`config.mk`:
```
export PLATFORM = sky130hd
export DESIGN_NAME = canrx_word_fifo
export DESIGN_NICKNAME = d
export VERILOG_FILES = /design/src/rtl/canrx_pkg.sv /design/src/rtl/canrx_word_ram.sv /design/src/rtl/canrx_frame_writer.sv /design/src/rtl/canrx_word_fifo.sv
export SDC_FILE = /design/constraint.sdc
export NUM_CORES = 2
export LEC_CHECK = 0
export BUFFER_PORTS_ARGS = -buffer_cell sky130_fd_sc_hd__buf_2
export CORE_MARGIN = 5
export CORE_UTILIZATION = 43
export CTS_BUF_LIST = sky130_fd_sc_hd__clkbuf_16
export DETAILED_ROUTE_END_ITERATION = 16
export SETUP_SLACK_MARGIN = 0.2
export SYNTH_ARGS = -nofsm -noshare
export SYNTH_HDL_FRONTEND = slang
export SYNTH_HIERARCHICAL = 1
export SYNTH_SLANG_ARGS = --single-unit
```
`constraint.sdc`:
```
create_clock -name clk -period 5.75 [get_ports clk]
set_input_delay 0.8625 -clock clk [delete_from_list [all_inputs] [get_ports clk]]
set_output_delay 0.8625 -clock clk [all_outputs]
set_load 0.1 [all_outputs]
```
`src/rtl/canrx_pkg.sv`:
```
package canrx_pkg;
  localparam int HDR_WORDS = 4;
  localparam int CNT_LSB   = 11;
  localparam int CNT_W     = 5;

  // payload bytes for a 4-bit length code
  function automatic logic [6:0] dlc_bytes(input logic [3:0] dlc);
    logic [6:0] b;
    if (dlc <= 4'd8)       b = {3'b000, dlc};
    else if (dlc <= 4'd12) b = 7'd8 + {1'b0, dlc - 4'd8, 2'b00};
    else if (dlc == 4'd13) b = 7'd32;
    else if (dlc == 4'd14) b = 7'd48;
    else                   b = 7'd64;
    return b;
  endfunction

  // words a stored frame occupies: header plus payload rounded up to words
  function automatic logic [CNT_W-1:0] frame_words(input logic [3:0] dlc);
    logic [7:0] padded;
    padded = {1'b0, dlc_bytes(dlc)} + 8'd3;
    return CNT_W'(HDR_WORDS) + CNT_W'(padded >> 2);
  endfunction

  function automatic logic [31:0] put_count(input logic [31:0] w,
                                            input logic [CNT_W-1:0] cnt);
    logic [31:0] r;
    r = w;
    r[CNT_LSB +: CNT_W] = cnt;
    return r;
  endfunction

  function automatic logic [CNT_W-1:0] get_count(input logic [31:0] w);
    return w[CNT_LSB +: CNT_W];
  endfunction
endpackage

```
`src/rtl/canrx_word_ram.sv`:
```
module canrx_word_ram #(
  parameter int DEPTH = 64,
  parameter int AW    = 6
) (
  input  logic          clk,
  input  logic          wen,
  input  logic [AW-1:0] waddr,
  input  logic [31:0]   wdata,
  input  logic [AW-1:0] raddr,
  output logic [31:0]   rdata
);
  logic [31:0] mem_q [DEPTH];

  always_ff @(posedge clk) begin
    if (wen) mem_q[waddr] <= wdata;
  end

  assign rdata = mem_q[raddr];
endmodule

```
`src/rtl/canrx_frame_writer.sv`:
```
module canrx_frame_writer
  import canrx_pkg::*;
#(
  parameter int DEPTH = 64,
  parameter int AW    = 6,
  parameter int LW    = 7
) (
  input  logic             clk,
  input  logic             rst_n,
  input  logic             flush,
  input  logic             fr_vld,
  input  logic             fr_sof,
  input  logic [31:0]      fr_word,
  input  logic [AW-1:0]    head_w,
  input  logic [LW-1:0]    level_w,
  output logic             wen,
  output logic [AW-1:0]    waddr,
  output logic [31:0]      wdata,
  output logic             commit,
  output logic [CNT_W-1:0] commit_words,
  output logic             ovr_evt
);
  logic             busy_q;
  logic [AW-1:0]    ptr_q;
  logic [CNT_W-1:0] left_q, tot_q;
  logic [CNT_W-1:0] words_new;
  logic [LW:0]      need;
  logic             sof_evt, fits, accept, body;

  assign words_new = frame_words(fr_word[3:0]);
  assign need      = {1'b0, level_w} + (LW+1)'(words_new);
  assign fits      = need <= (LW+1)'(DEPTH);
  assign sof_evt   = fr_vld && fr_sof && !flush;
  assign accept    = sof_evt && fits;
  assign ovr_evt   = sof_evt && !fits;
  assign body      = fr_vld && !fr_sof && !flush && busy_q;

  assign wen          = accept || body;
  assign waddr        = accept ? head_w : ptr_q;
  assign wdata        = accept ? put_count(fr_word, words_new - CNT_W'(1)) : fr_word;
  assign commit       = body && (left_q == CNT_W'(1));
  assign commit_words = tot_q;

  always_ff @(posedge clk or negedge rst_n) begin
    if (!rst_n) begin
      busy_q <= 1'b0;
      ptr_q  <= '0;
      left_q <= '0;
      tot_q  <= '0;
    end else if (flush) begin
      busy_q <= 1'b0;
    end else if (accept) begin
      busy_q <= 1'b1;
      ptr_q  <= head_w + AW'(1);
      left_q <= words_new - CNT_W'(1);
      tot_q  <= words_new;
    end else if (ovr_evt) begin
      busy_q <= 1'b0;
    end else if (body) begin
      ptr_q  <= ptr_q + AW'(1);
      left_q <= left_q - CNT_W'(1);
      if (left_q == CNT_W'(1)) busy_q <= 1'b0;
    end
  end


  drop_abort_chk: assert property (@(posedge clk) disable iff (!rst_n)
    ovr_evt |=> !busy_q);
endmodule

```
`src/rtl/canrx_word_fifo.sv`:
```
module canrx_word_fifo
  import canrx_pkg::*;
#(
  parameter int BUF_BYTES = 256,
  parameter int CTR_W     = 16,
  localparam int DEPTH    = BUF_BYTES / 4,
  localparam int AW       = $clog2(DEPTH),
  localparam int LW       = $clog2(DEPTH + 1),
  localparam int PW       = AW + 2
) (
  input  logic             clk,
  input  logic             rst_n,
  input  logic             fr_vld,
  input  logic             fr_sof,
  input  logic [31:0]      fr_word,
  input  logic             rd_req,
  output logic [31:0]      rd_data,
  input  logic             cmd_flush,
  input  logic             cmd_clr_ovr,
  output logic             empty,
  output logic             full,
  output logic             overrun,
  output logic [LW-1:0]    free_words,
  output logic [LW-1:0]    size_words,
  output logic [PW-1:0]    rd_ptr,
  output logic [PW-1:0]    wr_ptr,
  output logic [LW-1:0]    frame_cnt,
  output logic [CTR_W-1:0] rx_frame_ctr,
  output logic             rx_irq,
  output logic             ovr_irq
);
  logic [AW-1:0]    rd_w_q, head_w, waddr;
  logic [LW-1:0]    level_q, level_nx, frames_q;
  logic [CNT_W-1:0] rem_q, rem_nx, commit_words;
  logic [31:0]      ram_q, wdata;
  logic             wen, commit, ovr_evt, has_data, pop, eof;
  logic             ovr_q, rx_irq_q, ovr_irq_q;
  logic [CTR_W-1:0] ctr_q;

  assign head_w = rd_w_q + level_q[AW-1:0];

  canrx_frame_writer #(.DEPTH(DEPTH), .AW(AW), .LW(LW)) writer_i (
    .clk(clk), .rst_n(rst_n), .flush(cmd_flush),
    .fr_vld(fr_vld), .fr_sof(fr_sof), .fr_word(fr_word),
    .head_w(head_w), .level_w(level_q),
    .wen(wen), .waddr(waddr), .wdata(wdata),
    .commit(commit), .commit_words(commit_words), .ovr_evt(ovr_evt)
  );

  canrx_word_ram #(.DEPTH(DEPTH), .AW(AW)) ram_i (
    .clk(clk), .wen(wen), .waddr(waddr), .wdata(wdata),
    .raddr(rd_w_q), .rdata(ram_q)
  );

  // read side: pop one word, track frame ends from the stored word count
  assign has_data = level_q != '0;
  assign pop      = rd_req && has_data && !cmd_flush;
  assign rd_data  = has_data ? ram_q : '0;
  assign rem_nx   = (rem_q == '0) ? get_count(ram_q) : rem_q - CNT_W'(1);
  assign eof      = pop && (rem_nx == '0);
  assign level_nx = level_q + (commit ? LW'(commit_words) : '0) - (pop ? LW'(1) : '0);

  always_ff @(posedge clk or negedge rst_n) begin
    if (!rst_n) begin
      rd_w_q    <= '0;
      level_q   <= '0;
      rem_q     <= '0;
      frames_q  <= '0;
      ctr_q     <= '0;
      ovr_q     <= 1'b0;
      rx_irq_q  <= 1'b0;
      ovr_irq_q <= 1'b0;
    end else begin
      rx_irq_q  <= commit;
      ovr_irq_q <= ovr_evt;
      if (commit) ctr_q <= ctr_q + CTR_W'(1);
      if (ovr_evt)          ovr_q <= 1'b1;
      else if (cmd_clr_ovr) ovr_q <= 1'b0;
      if (cmd_flush) begin
        rd_w_q   <= '0;
        level_q  <= '0;
        rem_q    <= '0;
        frames_q <= '0;
      end else begin
        level_q  <= level_nx;
        frames_q <= frames_q + (commit ? LW'(1) : '0) - (eof ? LW'(1) : '0);
        if (pop) begin
          rd_w_q <= rd_w_q + AW'(1);
          rem_q  <= rem_nx;
        end
      end
    end
  end

  assign empty        = frames_q == '0;
  assign full         = level_q == LW'(DEPTH);
  assign overrun      = ovr_q;
  assign free_words   = LW'(DEPTH) - level_q;
  assign size_words   = LW'(DEPTH);
  assign rd_ptr       = {rd_w_q, 2'b00};
  assign wr_ptr       = {head_w, 2'b00};
  assign frame_cnt    = frames_q;
  assign rx_frame_ctr = ctr_q;
  assign rx_irq       = rx_irq_q;
  assign ovr_irq      = ovr_irq_q;


  no_overflow_chk: assert property (@(posedge clk) disable iff (!rst_n)
    level_q <= LW'(DEPTH));

  level_frames_chk: assert property (@(posedge clk) disable iff (!rst_n)
    (frames_q == '0) |-> (level_q == '0));

  ptr_step_chk: assert property (@(posedge clk) disable iff (!rst_n)
    pop |=> rd_w_q == $past(rd_w_q) + AW'(1));

  empty_read_chk: assert property (@(posedge clk) disable iff (!rst_n)
    (rd_req && !has_data && !cmd_flush) |=> $stable(rd_w_q));

  flush_clear_chk: assert property (@(posedge clk) disable iff (!rst_n)
    cmd_flush |=> (level_q == '0) && (frames_q == '0) && (rd_w_q == '0));

  ovr_flag_chk: assert property (@(posedge clk) disable iff (!rst_n)
    ovr_evt |=> overrun && ovr_irq);
endmodule

```
-- Word-level counts from Yosys, hierarchy flattened
Memories as Yosys holds them, arrays and structs flattened.
Index checks and enable logic that the tools add are counted.
- logic and storage cells: 100
- memories: 1
- flip-flop bits (word level): 61
- RAM bits: 2048
- output and inout port bits: 90
- equality and inequality tests: 5
- bitwise operators: 1
- order comparisons: 3
- add/sub/neg operators: 18
- reduce and logical (&&, ||, !) cells: 27
- muxes and demuxes: 33
- memory list (name ; depth ; width ; read ports ; clocked after Yosys merged registers in ; write ports ; RTL line ; RTL):
    ram_i.mem_q ; 64 ; 32 ; 1 ; 0 ; 1 ; canrx_word_ram.sv:12 ; logic [31:0] mem_q [DEPTH];
- operators with widths (operator ; count):
    $mux 7 ; 6
    $mux 6 ; 6
    $mux 5 ; 7
    $mux 32 ; 1
    $add 6x1->6 const B ; 3
    $add 16x1->16 const B ; 1
    $mux 16 ; 1
    $sub 5x1->5 const B ; 3
    $sub 7x1->7 ; 2
    $mux 1 ; 12
    $logic_and 1x1->1 ; 11
    $logic_not 5->1 ; 2
    $add 7x5->8 ; 1
    $eq 4x4->1 const B ; 2
    $le 4x4->1 const B ; 2
    $le 8x7->1 const B ; 1
    $reduce_bool 4->1 ; 2
    $add 4x6->7 const A ; 1
    $add 7x1->7 ; 1
    $add 7x2->7 const B ; 1
    $add 7x5->7 ; 1
    $eq 7x7->1 const B ; 1
    $logic_not 7->1 ; 1
    $reduce_bool 7->1 ; 1
    12 further kinds ; 17

-- Depth between registers and ports, before layout
- depth after elaboration: 14
- mapped depth: 22
- mapped depth without buffers: 20

-- By module
The synthesis kept the hierarchy.
- by module, submodules not included (module ; cells each ; sequential area each (µm²) ; area each (µm²) ; times used):
    canrx_word_ram ; 3292 ; 61499.0 ; 77874.7 ; 1
    canrx_word_fifo ; 366 ; 1101.1 ; 3342.0 ; 1
    canrx_frame_writer ; 203 ; 425.4 ; 1778.0 ; 1

-- Worst setup path before layout
Ideal clock, no wire load.
- kind: in2reg
- start: input fr_word[1]
- end: memory ram_i.mem_q[48][0], enable pin
- setup slack: -1323 ps
- path buffers: 2
- arrival: 6612 ps
- stages on the path: 18
- data required time: 5289 ps
- path through: ha_1 -> o21ai_0 -> nand2b_1 -> o2111ai_1 -> inv_1 -> ha_1 -> ha_1 -> a21o_1 -> or3_4 -> a221oi_4 -> a32oi_2 -> nand2_4 -> buf_8 -> mux2_2 -> clkbuf_1 -> nor2b_1 -> nand4b_1 -> nor3_1
- elaborated cells between the ends (all ways): 19
- those cells by class: 5 x add/sub; 3 x order compare; 2 x eq/ne; 7 x mux; 2 x reduce/logical
- RTL lines (item ; RTL line ; RTL):
    start: declaration ; canrx_word_fifo.sv:15 ; input logic [31:0] fr_word,
    parallel branches: the longest is 4 deep, another holds $add 4x6->7 ; n/a ;
    $mux 7 (*) ; canrx_pkg.sv:9 ; if (dlc <= 4'd8) b = {3'b000, dlc};
    $add 7x2->7 (*) ; canrx_pkg.sv:20 ; padded = {1'b0, dlc_bytes(dlc)} + 8'd3;
    $add 3x5->5 (*) ; canrx_pkg.sv:21 ; return CNT_W'(HDR_WORDS) + CNT_W'(padded >> 2);
    net writer_i.words_new[2] ; canrx_frame_writer.sv:26 ; logic [CNT_W-1:0] words_new;
    $add 7x5->8 (*) ; canrx_frame_writer.sv:31 ; assign need = {1'b0, level_w} + (LW+1)'(words_new);
    $le 8x7->1 (*) ; canrx_frame_writer.sv:32 ; assign fits = need <= (LW+1)'(DEPTH);
    $logic_and 1x1->1 (*) ; canrx_frame_writer.sv:34 ; assign accept = sof_evt && fits;
    $mux 6 (*) ; canrx_frame_writer.sv:39 ; assign waddr = accept ? head_w : ptr_q;
    net waddr[3] ; canrx_word_fifo.sv:32 ; logic [AW-1:0] rd_w_q, head_w, waddr;
    end: declaration ; canrx_word_ram.sv:12 ;
Mark *: on every way through the listed nets, which the timed path passes.

-- Final worst setup path
- start: register rd_w_q[2]
- end: output rd_data[4]
- word-level cells in the longest chain between the ends: 2
- RTL lines (item ; RTL line ; RTL):
    start: declaration ; canrx_word_fifo.sv:32 ;
    start signal: assignment ; canrx_word_fifo.sv:88 ; rd_w_q <= rd_w_q + AW'(1);
    $mem_v2 64x32 ; n/a ;
    net ram_q[4] ; canrx_word_fifo.sv:35 ; logic [31:0] ram_q, wdata;
    $mux 32 ; canrx_word_fifo.sv:58 ; assign rd_data = has_data ? ram_q : '0;
    end: declaration ; canrx_word_fifo.sv:17 ; output logic [31:0] rd_data,
The timed path passes the listed nets, and every way through them passes these cells.

==> flow_summary.yaml <==
synthesis:
  synth_top_area_cell: "edfxtp_1"
  synth_area_um2: 82990
  synth_most_common_cell: "edfxtp_1"
  postSynthAreaPerCell_um2: 21.50
  synth_seq_area_share_pct: 75.94
  async_flop_share_pct: 2.892
  synth_top_family_by_area: "multiplexers"
  synth_xor_area_share_pct: 0.4960
  synth_mux_area_share_pct: 16.08
  synth_top_area_share_pct: 74.10
  ys_ff_latch: 2109
  synth_common_cells: "edfxtp_1 (2048), mux4_2 (544), nor2_1 (169)"
  synth_compound_area_share_pct: 2.382
  synth_ff_type: "edfxtp_1"
  ys_types: 80
  synthSimpleGateAreaFrac_pct: 2.570
  yosysWarnings: 6
  synth.area.top_cells: "edfxtp_1 (74%), mux4_2 (15%), dfrtp_1 (1.8%)"
  syn_inst: 3861
  synth_adder_area_share_pct: 0.7146
  synth-edff-count: 2048
routing:
  post_drt_wl_per_cell_um: 31.02
  drt_iter0_markers: 5001
  via_per_inst: 5.912
  vias: 41120
  wl_met3_mm: 17.71
  ant_nets: 0
  drt_wl_total_mm: 215.7
  wl_met2_mm: 101.3
  met1_length_mm: 91.08
  top_layer_used: "met5"
  first_pass_iters: 5
  drc: 0
sta:
  fin_worst_skew_ns: 0.03636
  slew_viol_final: 0
  hold_ws_ns: 0.2809
  fin_crit_sh_pct: 94.34
  fmax_mhz: 184.4
  period_needed_ns: 5.424
  setup_violations: 0
  hold_viol: 0
  max_slew_margin_pct: 19.23
  rsz0062_at_grt: "false"
  tightest_slew_ns: 1.212
hold_path:
  hold_depth: 3
  min_from: "cmd_clr_ovr"
  hold_path_class: "primary input to flip-flop"
  hold_end: "overrun"
cells_and_area:
  nNetsFinal: 4345
  final_cells: 6955
  area_delta_synth_final_pct: 16.03
  fill_cells: 15280
  drive_gt1_share_pct: 31.32
grt:
  antenna_found_initial: 10
  grt_pass1_wl_mm: 308.7
  gr-usage-all-layers_pct: 21.20
  grt_pass1_vias: 41050
  grt_max_degree: 71
  grt_overflow: 0
worst_setup_path:
  cp-start-kind: "flip-flop"
  cp_top_family: "buffers and inverters"
  r2r_start: "rd_w_q[0]"
  crit_path_end_kind: "primary output"
  crit_chain: "buf_12 -> buf_4 -> mux4_2 -> mux2i_1 -> nor2_1 -> o32ai_1 -> nor3_1 -> and2_4 -> buf_2"
  worstSetupPathType: "flip-flop to primary output"
  reg2reg_depth: 17
  arrival_ns: 4.56
  cpPeakStageDelay_ns: 0.66
  crit_start: "rd_w_q[2]"
  crit_slowest_cell: "dfrtp_4"
  critPathBufInv: 3
  reg2reg_slack_ns: 0.80
  cp.required_ns: 4.89
  r2r_end: "frame_cnt[6]"
  critPathMaxFanout: 48
placement:
  dp_cells: 6571
  dp_hpwl_mm: 130.6
  gp_congestion: 0.8381
  port_buffers: 117
run:
  max-cap-violations: 0
power:
  power_leakage_nw: 30.34
  p_per_area_nw_per_um2: 410.9
  power.total_mw: 39.57
  irDropWorstVdd_uv: 349.8
die:
  core_um2: 192200
  rows: 161
  die_w_um: 449.3
  die_h_um: 449.3
  initial_core_util_pct: 43.19
  ioPinCount: 129
  die_area_um2: 201900
clock_network:
  cts_buffer_depth: 3
  cts_tree: "done"
  clk_pin_slew_ns: 0.06
  clock-root-buffer: "clkbuf_16"
  ctsHtreeMaxLevel: 4
  worstSkewPairLatency_ns: 0.86
  cts_sinks: 2109
  cts_buffers: 206
status:
  outcome: "completed"
through the flow:
| stage | instance area [um2] | utilization [%] | worst slack (ns) | setup TNS, ns |
|---|---|---|---|---|
| 5_1_grt | 96290 | 50.11 | 0.2010 | 0 |
| 6_report | 96300 | 50.11 | 0.3257 | 0 |
| 3_3_place_gp | 89560 | 46.60 | 0.1200 | 0 |
| 4_1_cts | 96270 | 50.10 | 0.1384 | 0 |
| 2_1_floorplan | 83340 | - | -0.3992 | -194.32 |
| 3_5_place_dp | 89560 | 46.60 | 0.05648 | 0 |
worst max-delay path by stage:
stage | endpoint | depth (start not counted) | slack (ns)
2_1_floorplan | ram_i/mem_q[23][0] | 15 | -0.40
3_3_place_gp | ram_i/mem_q[34][19] | 18 | 0.12
3_5_place_dp | ram_i/mem_q[34][5] | 18 | 0.06
4_1_cts | rd_data[24] | 10 | 0.14
5_1_grt | rd_data[5] | 11 | 0.20
6_report | rd_data[4] | 9 | 0.33
state kept, by name, indices dropped and copies added, names as in the netlist, 5 cells and up:
register,flops
writer_i/left_q,5
ram_i/mem_q,2048
writer_i/commit_words,5
level_q,7
rx_frame_ctr,16
frame_cnt,7
rem_q,5
writer_i/ptr_q,6
rd_w_q,6
cell type report:
type,instances,area (um2),share of cell area (%)
antenna,1,2.502,0.002599
clock buffer,207,5180,5.379
clock inverter,168,1453,1.508
inverter,52,195.2,0.2027
multi-input combinational,1468,19080,19.82
sequential,2109,63040,65.47
tap,2526,3161,3.282
timing repair buffer,424,4182,4.342
placed cells by master (no fill, tap or decap), types with 32 or more instances in the layout:
master	instances
a21oi_1	84
clkinv_1	42
o22ai_1	85
buf_2	107
buf_4	215
buf_12	101
mux4_2	544
ha_1	39
inv_1	93
nor2_1	107
dfrtp_1	56
mux2i_1	95
nand2_1	66
edfxtp_1	2048
clkinv_2	32
nor2_4	62
clkbuf_16	207
worst min-delay path, cell delays in order:
cell	delay [ns]
buf_2	0.10
inv_1	0.04
a21o_1	0.09
where the power goes:
| group | switching, mW | internal [mW] | total, mW | leakage, nW |
|---|---|---|---|---|
| combinational | 5.63 | 3.18 | 8.82 | 7.74 |
| sequential | 0.207 | 17.3 | 17.5 | 19.2 |
| clock | 5.68 | 7.56 | 13.2 | 3.41 |
cell families (layout without fill, tap and decap cells):
logic type,count (synthesis),count (layout)
buf+inv,293,851
other cells,2,12
compound gates,292,292
simple gates,422,422
fa+ha+maj,45,45
flops,2109,2109
xor+xnor,47,47
mux,651,651
layer usage:
layer,global-route usage [%],vias up
met4,5.692,2
met5,0,-
li1,-,16890
met3,3.926,267
met1,31.32,22140
met2,32.79,1824
repair_timing:
item | 4_1_cts | 5_1_grt
endpoints found under the setup margin | 25 | 6
gates resized for setup | 2 | 0
hold buffers | 1 | 0
buffers inserted | 6 | 1
endpoints found under the hold margin | 17 | 0
pin swaps | 0 | 0
Power figures use the tool's default switching activity.
